## src/rtl/scl_pkg.sv

```systemverilog
package scl_pkg;

  typedef enum logic [1:0] {
    ST_OFF   = 2'b00,
    ST_ON    = 2'b01,
    ST_RESET = 2'b10,
    ST_MCAST = 2'b11
  } link_st_e;

  typedef enum logic [2:0] {
    FR_RESET,
    FR_SYNC,
    FR_DISC,
    FR_MATCH,
    FR_MISS
  } frame_cls_e;

  // Status an accepted frame leads to; FR_MATCH defers, so the old status stays.
  function automatic link_st_e status_after(input frame_cls_e cls, input link_st_e cur);
    case (cls)
      FR_RESET: return ST_RESET;
      FR_SYNC:  return ST_MCAST;
      FR_MATCH: return cur;
      default:  return ST_OFF;
    endcase
  endfunction

endpackage

```

## src/rtl/scl_frame_decode.sv

```systemverilog
module scl_frame_decode
  import scl_pkg::*;
#(
  parameter int ADDR_W = 10,
  parameter int POS_W  = 3
) (
  input  logic [ADDR_W-1:0] addr,
  input  logic [POS_W-1:0]  pos,
  input  logic [ADDR_W-1:0] strap_addr,
  input  logic [POS_W-1:0]  strap_pos,
  output frame_cls_e        cls
);
  localparam logic [ADDR_W-1:0] RST_CODE  = '0;
  localparam logic [ADDR_W-1:0] SYNC_CODE = '1;
  localparam logic [ADDR_W-1:0] DISC_CODE = {{(ADDR_W-1){1'b1}}, 1'b0};

  // Reserved codes are tested first so that they win over equal straps.
  always_comb begin
    if (addr == RST_CODE)                              cls = FR_RESET;
    else if (addr == SYNC_CODE)                        cls = FR_SYNC;
    else if (addr == DISC_CODE)                        cls = FR_DISC;
    else if (addr == strap_addr && pos == strap_pos)   cls = FR_MATCH;
    else                                               cls = FR_MISS;
  end
endmodule

```

## src/rtl/scl_ack_timer.sv

```systemverilog
module scl_ack_timer #(
  parameter int ACK_LEN = 8
) (
  input  logic clk,
  input  logic rst_n,
  input  logic start,
  output logic busy,
  output logic done
);
  localparam int CW = $clog2(ACK_LEN + 1);
  localparam logic [CW-1:0] LOAD = CW'(ACK_LEN);

  logic [CW-1:0] cnt;

  always_ff @(posedge clk or negedge rst_n) begin
    if (!rst_n)       cnt <= '0;
    else if (start)   cnt <= LOAD;
    else if (busy)    cnt <= cnt - 1'b1;
  end

  assign busy = (cnt != '0);
  assign done = (cnt == CW'(1));

  // an acknowledge only begins because a start was requested
  assert_ack_begins_on_start_R4: assert property (@(posedge clk) disable iff (!rst_n)
    $rose(busy) |-> $past(start));
  // the caller never restarts a running acknowledge
  assert_no_restart_busy_R10: assert property (@(posedge clk) disable iff (!rst_n)
    busy |-> !start);
endmodule

```

## src/rtl/scl_link_state.sv

```systemverilog
module scl_link_state
  import scl_pkg::*;
(
  input  logic       clk,
  input  logic       rst_n,
  input  logic       accept,
  input  frame_cls_e cls,
  input  logic       ack_done,
  output link_st_e   status,
  output logic       ack_start
);
  assign ack_start = accept && (cls == FR_MATCH);

  always_ff @(posedge clk or negedge rst_n) begin
    if (!rst_n)        status <= ST_OFF;
    else if (accept)   status <= status_after(cls, status);
    else if (ack_done) status <= ST_ON;
  end

  assert_reset_code_R1: assert property (@(posedge clk) disable iff (!rst_n)
    (accept && cls == FR_RESET) |=> status == ST_RESET);
  assert_sync_code_R2: assert property (@(posedge clk) disable iff (!rst_n)
    (accept && cls == FR_SYNC) |=> status == ST_MCAST);
  assert_disc_code_R3: assert property (@(posedge clk) disable iff (!rst_n)
    (accept && cls == FR_DISC) |=> status == ST_OFF);
  assert_miss_off_R5: assert property (@(posedge clk) disable iff (!rst_n)
    (accept && cls == FR_MISS) |=> status == ST_OFF);
  assert_match_defers_R4: assert property (@(posedge clk) disable iff (!rst_n)
    (accept && cls == FR_MATCH) |=> $stable(status));
endmodule

```

## src/rtl/scl_port_gate.sv

```systemverilog
module scl_port_gate
  import scl_pkg::*;
#(
  parameter int NSEC = 3
) (
  input  logic            clk,
  input  logic            rst_n,
  input  link_st_e        status,
  input  logic            ptms,
  input  logic            ptdi,
  input  logic [NSEC-1:0] sret,
  output logic [NSEC-1:0] stms,
  output logic [NSEC-1:0] stdo,
  output logic [NSEC-1:0] stdo_oe,
  output logic            ptdo,
  output logic            ptdo_oe
);
  logic            follow;
  logic [NSEC-1:0] hold;
  logic [NSEC-1:0] chain_in;

  assign follow = (status == ST_ON) || (status == ST_MCAST);

  // Last driven TMS level, frozen while OFF.
  always_ff @(posedge clk or negedge rst_n) begin
    if (!rst_n)                   hold <= '1;
    else if (follow)              hold <= {NSEC{ptms}};
    else if (status == ST_RESET)  hold <= '1;
  end

  generate
    for (genvar i = 0; i < NSEC; i++) begin : g_link
      if (i == 0) begin : g_head
        assign chain_in[i] = ptdi;
      end else begin : g_body
        assign chain_in[i] = sret[i-1];
      end
      assign stdo[i] = (status == ST_MCAST) ? ptdi : chain_in[i];
    end
  endgenerate

  always_comb begin
    if (status == ST_RESET) stms = '1;
    else if (follow)        stms = {NSEC{ptms}};
    else                    stms = hold;
  end

  assign stdo_oe = follow ? '1 : '0;
  assign ptdo    = sret[NSEC-1];
  assign ptdo_oe = (status == ST_ON);

  assert_off_pads_quiet_R6: assert property (@(posedge clk) disable iff (!rst_n)
    (status == ST_OFF) |-> (stdo_oe == '0 && !ptdo_oe));
  assert_off_tms_stable_R6: assert property (@(posedge clk) disable iff (!rst_n)
    (status == ST_OFF && $past(status) == ST_OFF) |-> $stable(stms));
  assert_freeze_last_R6: assert property (@(posedge clk) disable iff (!rst_n)
    ($past(status) == ST_ON && status == ST_OFF) |-> stms == {NSEC{$past(ptms)}});
  assert_on_pads_open_R7: assert property (@(posedge clk) disable iff (!rst_n)
    (status == ST_ON) |-> (ptdo_oe && stdo_oe == '1));
endmodule

```

## src/rtl/scan_link_connect.sv

```systemverilog
module scan_link_connect
  import scl_pkg::*;
#(
  parameter int              ADDR_W   = 10,
  parameter int              POS_W    = 3,
  parameter int              NSEC     = 3,
  parameter int              ACK_LEN  = 8,
  parameter int              TAPST_W  = 4,
  parameter logic [TAPST_W-1:0] UPD_IR_STATE = 4'hD
) (
  input  logic               tck,
  input  logic               trst_n,
  input  logic               frm_valid,
  input  logic [ADDR_W-1:0]  frm_addr,
  input  logic [POS_W-1:0]   frm_pos,
  input  logic [ADDR_W-1:0]  strap_addr,
  input  logic [POS_W-1:0]   strap_pos,
  input  logic [TAPST_W-1:0] tap_state,
  input  logic               ptms,
  input  logic               ptdi,
  input  logic [NSEC-1:0]    sret,
  output logic [NSEC-1:0]    stms,
  output logic [NSEC-1:0]    stdo,
  output logic [NSEC-1:0]    stdo_oe,
  output logic               ptdo,
  output logic               ptdo_oe,
  output logic               ack,
  output logic [1:0]         status
);
  localparam logic [ADDR_W-1:0] RSV_LOW  = '0;
  localparam logic [ADDR_W-1:0] RSV_HIGH = '1;
  localparam logic [ADDR_W-1:0] RSV_DISC = {{(ADDR_W-1){1'b1}}, 1'b0};

  frame_cls_e cls;
  link_st_e   st;
  logic       accept;
  logic       ack_start;
  logic       ack_busy;
  logic       ack_done;
  logic       in_upd_ir;

  assign in_upd_ir = (tap_state == UPD_IR_STATE);
  assign accept    = frm_valid && !in_upd_ir && !ack_busy;

  scl_frame_decode #(.ADDR_W(ADDR_W), .POS_W(POS_W)) u_decode (
    .addr(frm_addr), .pos(frm_pos),
    .strap_addr(strap_addr), .strap_pos(strap_pos),
    .cls(cls)
  );

  scl_ack_timer #(.ACK_LEN(ACK_LEN)) u_ack (
    .clk(tck), .rst_n(trst_n), .start(ack_start),
    .busy(ack_busy), .done(ack_done)
  );

  scl_link_state u_state (
    .clk(tck), .rst_n(trst_n), .accept(accept), .cls(cls),
    .ack_done(ack_done), .status(st), .ack_start(ack_start)
  );

  scl_port_gate #(.NSEC(NSEC)) u_gate (
    .clk(tck), .rst_n(trst_n), .status(st),
    .ptms(ptms), .ptdi(ptdi), .sret(sret),
    .stms(stms), .stdo(stdo), .stdo_oe(stdo_oe),
    .ptdo(ptdo), .ptdo_oe(ptdo_oe)
  );

  assign ack    = ack_busy;
  assign status = st;

  assert_ack_ends_on_R4: assert property (@(posedge tck) disable iff (!trst_n)
    $fell(ack) |-> status == 2'b01);
  assert_updir_ignored_R8: assert property (@(posedge tck) disable iff (!trst_n)
    (frm_valid && in_upd_ir && !ack) |=> ($stable(status) && !ack));
  assert_busy_frame_dropped_R10: assert property (@(posedge tck) disable iff (!trst_n)
    (frm_valid && ack) |=> ($stable(status) || status == 2'b01));
  assert_reserved_no_ack_R11: assert property (@(posedge tck) disable iff (!trst_n)
    (accept && (frm_addr == RSV_LOW || frm_addr == RSV_HIGH || frm_addr == RSV_DISC))
      |=> !ack);
endmodule

```

## config.mk

```make
export PLATFORM = sky130hd
export DESIGN_NAME = scan_link_connect
export DESIGN_NICKNAME = d
export VERILOG_FILES = /design/src/rtl/scl_pkg.sv /design/src/rtl/scl_frame_decode.sv /design/src/rtl/scl_ack_timer.sv /design/src/rtl/scl_link_state.sv /design/src/rtl/scl_port_gate.sv /design/src/rtl/scan_link_connect.sv
export SDC_FILE = /design/constraint.sdc
export NUM_CORES = 1
export LEC_CHECK = 0
export BUFFER_PORTS_ARGS = -buffer_cell sky130_fd_sc_hd__buf_2
export CAP_MARGIN = 20
export CORE_MARGIN = 3
export CORE_UTILIZATION = 38
export CTS_BUF_LIST = sky130_fd_sc_hd__clkbuf_4 sky130_fd_sc_hd__clkbuf_8
export CTS_CLUSTER_DIAMETER = 40
export DETAILED_ROUTE_END_ITERATION = 8
export PLACE_DENSITY = 0.88
export SLEW_MARGIN = 30
export SYNTH_ARGS = -nofsm -noshare
export SYNTH_HDL_FRONTEND = slang
export SYNTH_HIERARCHICAL = 1
export SYNTH_SLANG_ARGS = --single-unit
```

## constraint.sdc

```tcl
create_clock -name tck -period 2.3 [get_ports tck]
set_clock_uncertainty 0.2 [all_clocks]
set_input_delay 0.23 -clock tck [delete_from_list [all_inputs] [get_ports tck]]
set_output_delay 0.23 -clock tck [all_outputs]
set_load 0.005 [all_outputs]
```

Word level (Yosys, flattened, before mapping)
Index checks and enable logic that the tools add are counted.
- register bits: 9
- output and inout port bits: 14
- input bits: 38
- word-level logic and storage cells: 46
- mux-type cells: 16
- reduce and logical (&&, ||, !) cells: 14
- add/sub/neg operators: 1
- equality and inequality tests: 12
- operators by type and width (kind ; count):
    $mux W3 ; 9
    $eq A10 B10 Y1 const B ; 2
    $eq A10 B10 Y1 ; 1
    $logic_not A10 Y1 ; 1
    $mux W4 ; 2
    $pmux W2 S3 ; 1
    $reduce_bool A2 Y1 ; 3
    $eq A2 B2 Y1 const B ; 2
    $eq A4 B1 Y1 const B ; 1
    $eq A4 B4 Y1 const B ; 1
    $logic_and A1 B1 Y1 ; 4
    $mux W2 ; 2
    $reduce_bool A4 Y1 ; 1
    $sub A4 B1 Y4 const B ; 1
    $eq A3 B1 Y1 const B ; 1
    $eq A3 B2 Y1 const B ; 1
    $eq A3 B3 Y1 ; 1
    $logic_not A3 Y1 ; 1
    $eq A2 B1 Y1 const B ; 1
    $logic_not A1 Y1 ; 2
    $mux W1 ; 2
    $ne A2 B2 Y1 const B ; 1
    $reduce_and A2 Y1 ; 1
    $logic_or A1 B1 Y1 ; 1

Longest topological paths before layout
- depth after elaboration: 9
- mapped depth: 9
- depth with buffers taken out: 9

Modules after synthesis
Netlist, hierarchy kept.
- by module, submodules not included (module ; cells an instance ; seq. area each (sq um) ; instances ; area an instance (sq um)):
    scl_ack_timer ; 25 ; 100.1 ; 1 ; 246.5
    scl_frame_decode ; 32 ; 0.0 ; 1 ; 219.0
    scl_port_gate ; 18 ; 26.3 ; 1 ; 131.4
    scl_link_state ; 13 ; 50.0 ; 1 ; 116.4
    scan_link_connect ; 2 ; 0.0 ; 1 ; 22.5

Worst setup path after synthesis
No wires, ideal clock.
- path kind: reg-to-reg
- from: register u_ack.cnt[0]
- to: register u_ack.cnt[0]
- stages on the path, launching flop included: 10
- path buffers: 0
- arrival time: 1900 ps
- library setup time: 125 ps
- setup slack: 75 ps
- required time: 1975 ps
- clock period less this slack: 2225 ps
- cells stage by stage: dfrtp_1 inv_1 ha_1 nor3b_2 inv_1 nor3b_2 nand2b_1 nor2_1 nor2b_1 mux2_2
- longest elaborated chain between the ends: 5
- elaborated cells on any way between the ends: 8
- classes of those cells: add/sub (1); mux (2); reduce/logical (5)
- RTL lines (element ; line ; text):
    start: declaration ; scl_ack_timer.sv:13 ; logic [CW-1:0] cnt;
    start signal: assignment ; scl_ack_timer.sv:18 ; else if (busy) cnt <= cnt - 1'b1;
    $reduce_bool A4 Y1 * ; scl_ack_timer.sv:21 ; assign busy = (cnt != '0);
    named net ack ; scan_link_connect.sv:27 ; output logic ack,
    $logic_not A1 Y1 * ; scan_link_connect.sv:43 ; assign accept = frm_valid && !in_upd_ir && !ack_busy;
    $logic_and A1 B1 Y1 * ; scan_link_connect.sv:43 ;
    named net accept ; scan_link_connect.sv:36 ; logic accept;
    $logic_and A1 B1 Y1 * ; scl_link_state.sv:12 ; assign ack_start = accept && (cls == FR_MATCH);
    named net ack_start ; scan_link_connect.sv:37 ; logic ack_start;
    $mux W4 or $reduce_bool A2 Y1 (tied branches) ; n/a ;
Mark *: on every way through the listed nets, which the timed path passes. The rest lies on a longest branch. The select of a mux whose other input is x is not followed.
A chain may end at the register's enable or synchronous reset.

Worst setup path in the final report
- from: register u_ack.cnt[1]
- to: register u_ack.cnt[0]
- longest elaborated chain between the ends: 5
- elaborated cells on any way between the ends: 6
- classes of those cells: mux (1); reduce/logical (5)
- RTL lines (element ; line):
    $reduce_bool A4 Y1 * ; scl_ack_timer.sv:21
    $logic_not A1 Y1 * ; scan_link_connect.sv:43
    $logic_and A1 B1 Y1 * ; scan_link_connect.sv:43
    named net accept ; scan_link_connect.sv:36
    $logic_and A1 B1 Y1 * ; scl_link_state.sv:12
    named net ack_start ; scan_link_connect.sv:37
    $mux W4 or $reduce_bool A2 Y1 (tied branches) ; n/a
Mark *: on every way through the listed nets, which the timed path passes. The rest lies on a longest branch.

==> impl_summary.txt <==
----------------------------------------------------
[Outcome]
  Status ... finished clean

[Worst setup path]
  Critical Path AT ... 2120 ps
  Largest driver fanout on the critical path ... 6
  Critical path start-end classification ... register to register
  Register-to-Register Path Depth ... 9
  Nature of the critical path startpoint ... register
  Critical Path End Type ... register
  Critical path required time ... 2240 ps

[Power and ir drop]
  Pwr Total ... 367 uW
  LEAKAGE ... 0.565 nW
  Worst vdd rail ir drop ... 204 uV
  Pwr dens ... 344 nW/um2

[Route]
  Number of iterations in the first detailed-routing pass ... 6
  Number of DRC violations after detailed-routing iteration 0 ... 17
  Post-detailed-route count of antenna-violating nets ... 0
  DRT Wirelength ... 2.10 mm
  Number of vias in the routed layout ... 818
  Detail-routed net length per standard cell ... 12.6 um
  Via/cell ratio ... 4.90
  Residual DRC count ... 0

[Clock tree]
  Sink Count ... 7
  TritonCTS clock tree ... yes
  Clock latency at the later pin of the worst-skew pair ... 260 ps
  Buffer depth of the longest clock path ... 2
  Clock slew at reported path FFs ... 50 ps
  CTS Root Buffer Type ... sky130_fd_sc_hd__clkbuf_4
  Number of buffers created by CTS ... 3
  Number of levels the H-tree was split into ... 1

[Global routing]
  Vias in the first global route ... 804
  Global route total overflow ... 0
  Aggregate global-route resource usage ... 0.173
  Largest net degree at the start of global routing ... 12
  First-pass GRT wire length ... 3.34 mm
  Antenna violations before repair ... 0

[Synth]
  Synthesis warning total ... 6
  Dominant cell type by area after synthesis ... sky130_fd_sc_hd__dfrtp_1
  Seq cells post-synth ... 7
  Dominant combinational cell family by area after synthesis ... simple AND/OR/NAND/NOR gates
  Compound-cell area share of the yosys netlist ... 0.112
  Count of mapped cells out of synthesis ... 90
  Distinct cell type count after synthesis ... 33
  Sequential fraction of the synthesis area ... 0.240
  Mapped cell area ... 736 um2
  Area share of the leading cell type in the synthesized netlist ... 0.204
  Leading cell types by total area after synthesis ... sky130_fd_sc_hd__dfrtp_1 (20%), sky130_fd_sc_hd__xor2_1 (8.3%), sky130_fd_sc_hd__buf_4 (7.1%)
  Synthesized-area fraction occupied by adder cells ... 0.0340
  Per-instance average area after synthesis ... 8.17 um2
  Proportion of synthesized area in mux cells ... 0.0306
  Synthesized-area fraction occupied by and/or/nand/nor cells ... 0.332
  Mapped Nets ... 130
  XOR/XNOR Fraction of Synth Area ... 0.155

[Cells and area]
  Synthesis-to-finish area growth ... 45.1%
  Final non-filler cell total ... 167
  NumNets Final ... 183
  Area of all placed cells without fillers ... 1070 um2
  Antenna fix cells ... 0
  Share of final-layout standard cells stronger than drive strength 1 ... 0.472

[Floorplanning]
  Die Y-Extent ... 50 um
  Ports placed on the boundary ... 52
  Core region area ... 1780 um2
  Count of standard-cell rows ... 15
  Chip width ... 50 um
  Die area ... 2500 um2
  Effective utilization at floorplan ... 0.413

[Placement]
  Count of input and output buffers ... 49
  Total instance count after detailed placement ... 158
  Final estimated routing congestion in global placement ... 0.844
  Placed wire-length estimate ... 1.75 mm
  Worst-case setup slack after placement ... -128 ps
  Cell Area, Placed ... 971 um2

[STA]
  Part of the cycle the worst path needs ... 0.950
  Fin worst setup slack ... 116 ps
  Total of endpoints with negative setup slack in the final report ... 0
  Number of max-slew violations in the final report ... 0
  Endpoints failing hold ... 0
  Relative max-transition margin ... 0.820
  Min cycle time layout ... 2180 ps
  Peak Freq ... 458 MHz
  Hold slack ... 3.00 ps
  Worst-Margin Slew ... 267 ps

[Job]
  Maximum capacitance violations ... 0

[Worst hold path]
  Hold depth ... 3
  Worst min-delay path category ... primary input to register

----------------------------------------------------
## sequential cells by signal (all words and copies together), names as in the netlist
name and count:
u_ack/cnt 4, u_gate/hold 1, u_state/status 2
## path summary, 6_finish.rpt
path	from	end	slack [ps]
setup / recovery	u_ack/cnt[1]	u_ack/cnt[0]	120
hold / removal	ptms	u_gate/hold[1]	3
setup reg to reg	u_ack/cnt[1]	u_ack/cnt[0]	120
hold reg to reg	u_gate/hold[1]	u_gate/hold[1]	350
max in group asynchronous	trst_n	u_gate/hold[1]	1540
min in group asynchronous	trst_n	u_state/status[1]	130
## through the flow
stage	TNS [ps]	utilization
after floorplan	0	-
after global placement	0	0.545
after detailed placement	-251	0.545
after CTS	0	0.575
after global routing	-25.5	0.599
final	0	0.599
## routing by layer
metal / track usage / wire length, um / part of all wire
met5: 0 / 0 / 0
met4: 0.0829 / 68 / 0.032
met3: 0.0393 / 126 / 0.060
met2: 0.337 / 1120 / 0.54
met1: 0.166 / 779 / 0.37
## area by class of cell
cell class,count,area [um2]
Fill cell,154,716
Clock buffer,4,30.0
Tap cell,25,31.3
Multi-Input combinational cell,71,514
Sequential cell,7,176
Inverter,4,15.0
Timing Repair Buffer,56,300
## synth_stat cells
cell type and n:
sky130_fd_sc_hd__nor2_1 9, sky130_fd_sc_hd__buf_4 7, sky130_fd_sc_hd__nand2_1 7, sky130_fd_sc_hd__xor2_1 7, sky130_fd_sc_hd__dfrtp_1 6, sky130_fd_sc_hd__xnor2_1 6
sky130_fd_sc_hd__inv_1 4, sky130_fd_sc_hd__nand2b_1 4, sky130_fd_sc_hd__nor2b_1 4, sky130_fd_sc_hd__nand4_1 3, sky130_fd_sc_hd__nor4_1 3, sky130_fd_sc_hd__a21o_1 2
sky130_fd_sc_hd__a21oi_1 2, sky130_fd_sc_hd__and3_1 2, sky130_fd_sc_hd__ha_1 2, sky130_fd_sc_hd__mux2_2 2, sky130_fd_sc_hd__nand3_1 2, sky130_fd_sc_hd__nor3b_2 2
sky130_fd_sc_hd__o21ai_0 2, sky130_fd_sc_hd__a211o_1 1, sky130_fd_sc_hd__a21boi_0 1, sky130_fd_sc_hd__a32oi_1 1, sky130_fd_sc_hd__and2_1 1, sky130_fd_sc_hd__and4b_1 1
sky130_fd_sc_hd__clkbuf_1 1, sky130_fd_sc_hd__dfstp_2 1, sky130_fd_sc_hd__nand3b_1 1, sky130_fd_sc_hd__nor3_1 1, sky130_fd_sc_hd__nor4_2 1, sky130_fd_sc_hd__o21ai_1 1
sky130_fd_sc_hd__o2bb2ai_1 1, sky130_fd_sc_hd__o31a_1 1, sky130_fd_sc_hd__or2b_1 1
## power breakdown
part           leakage, nW  internal, mW  switching [mW]
combinational        0.454        0.0579          0.0476
clock               0.0184        0.0783          0.0496
sequential          0.0928         0.130         0.00406
total                0.565         0.266           0.101
## cells by family (layout without fill, tap and decap cells)
kind of cell	count (synthesis)	in the layout
mux	2	2
fa+ha+maj	2	2
simple gates	42	42
compound gates	12	12
buf+inv	12	64
xor+xnor	13	13
flops	7	7
## placed cells by master, fill, tap and decap left out
cell	count
sky130_fd_sc_hd__xnor2_1	6
sky130_fd_sc_hd__a211o_1	1
sky130_fd_sc_hd__nor3b_4	1
sky130_fd_sc_hd__nand4_1	3
sky130_fd_sc_hd__o2bb2ai_1	1
sky130_fd_sc_hd__nor2_1	8
sky130_fd_sc_hd__and3_1	2
sky130_fd_sc_hd__clkbuf_4	4
sky130_fd_sc_hd__nor2b_1	4
sky130_fd_sc_hd__nand3_1	2
sky130_fd_sc_hd__nand3b_1	1
sky130_fd_sc_hd__ha_1	1
sky130_fd_sc_hd__o21ai_1	1
sky130_fd_sc_hd__and2_1	1
sky130_fd_sc_hd__dfstp_2	1
sky130_fd_sc_hd__nand2_1	7
sky130_fd_sc_hd__a21boi_0	1
sky130_fd_sc_hd__nor3b_2	1
sky130_fd_sc_hd__and4b_1	1
sky130_fd_sc_hd__dfrtp_1	6
sky130_fd_sc_hd__o31a_1	1
sky130_fd_sc_hd__buf_4	6
sky130_fd_sc_hd__nor3_1	1
sky130_fd_sc_hd__a21o_1	2
sky130_fd_sc_hd__a32oi_1	1
sky130_fd_sc_hd__a21oi_1	2
sky130_fd_sc_hd__or2b_1	1
sky130_fd_sc_hd__buf_2	49
sky130_fd_sc_hd__nor4_2	1
sky130_fd_sc_hd__xor2_1	7
sky130_fd_sc_hd__nand2b_1	4
sky130_fd_sc_hd__dlygate4sd3_1	1
sky130_fd_sc_hd__mux2_2	2
sky130_fd_sc_hd__o21ai_0	2
sky130_fd_sc_hd__nor4_1	3
sky130_fd_sc_hd__inv_1	4
sky130_fd_sc_hd__ha_4	1
sky130_fd_sc_hd__nor2_4	1
## worst max-delay path, cell delays in order (launching register included)
cell and delay (ps):
sky130_fd_sc_hd__dfrtp_1 400, sky130_fd_sc_hd__inv_1 120, sky130_fd_sc_hd__ha_4 160, sky130_fd_sc_hd__nor3b_4 220
sky130_fd_sc_hd__inv_1 90, sky130_fd_sc_hd__nor3b_2 210, sky130_fd_sc_hd__nand2b_1 140, sky130_fd_sc_hd__nor2_4 160
sky130_fd_sc_hd__nor2b_1 70, sky130_fd_sc_hd__mux2_2 270
## what timing repair did
item                                   4_1_cts  5_1_grt
setup endpoints to repair                    2        3
hold buffers                                 1        0
gates resized for setup                      3        2
pin swaps                                    0        2
setup buffers                                0        4
endpoints found under the hold margin        7        0
Power figures use the tool's default switching activity.
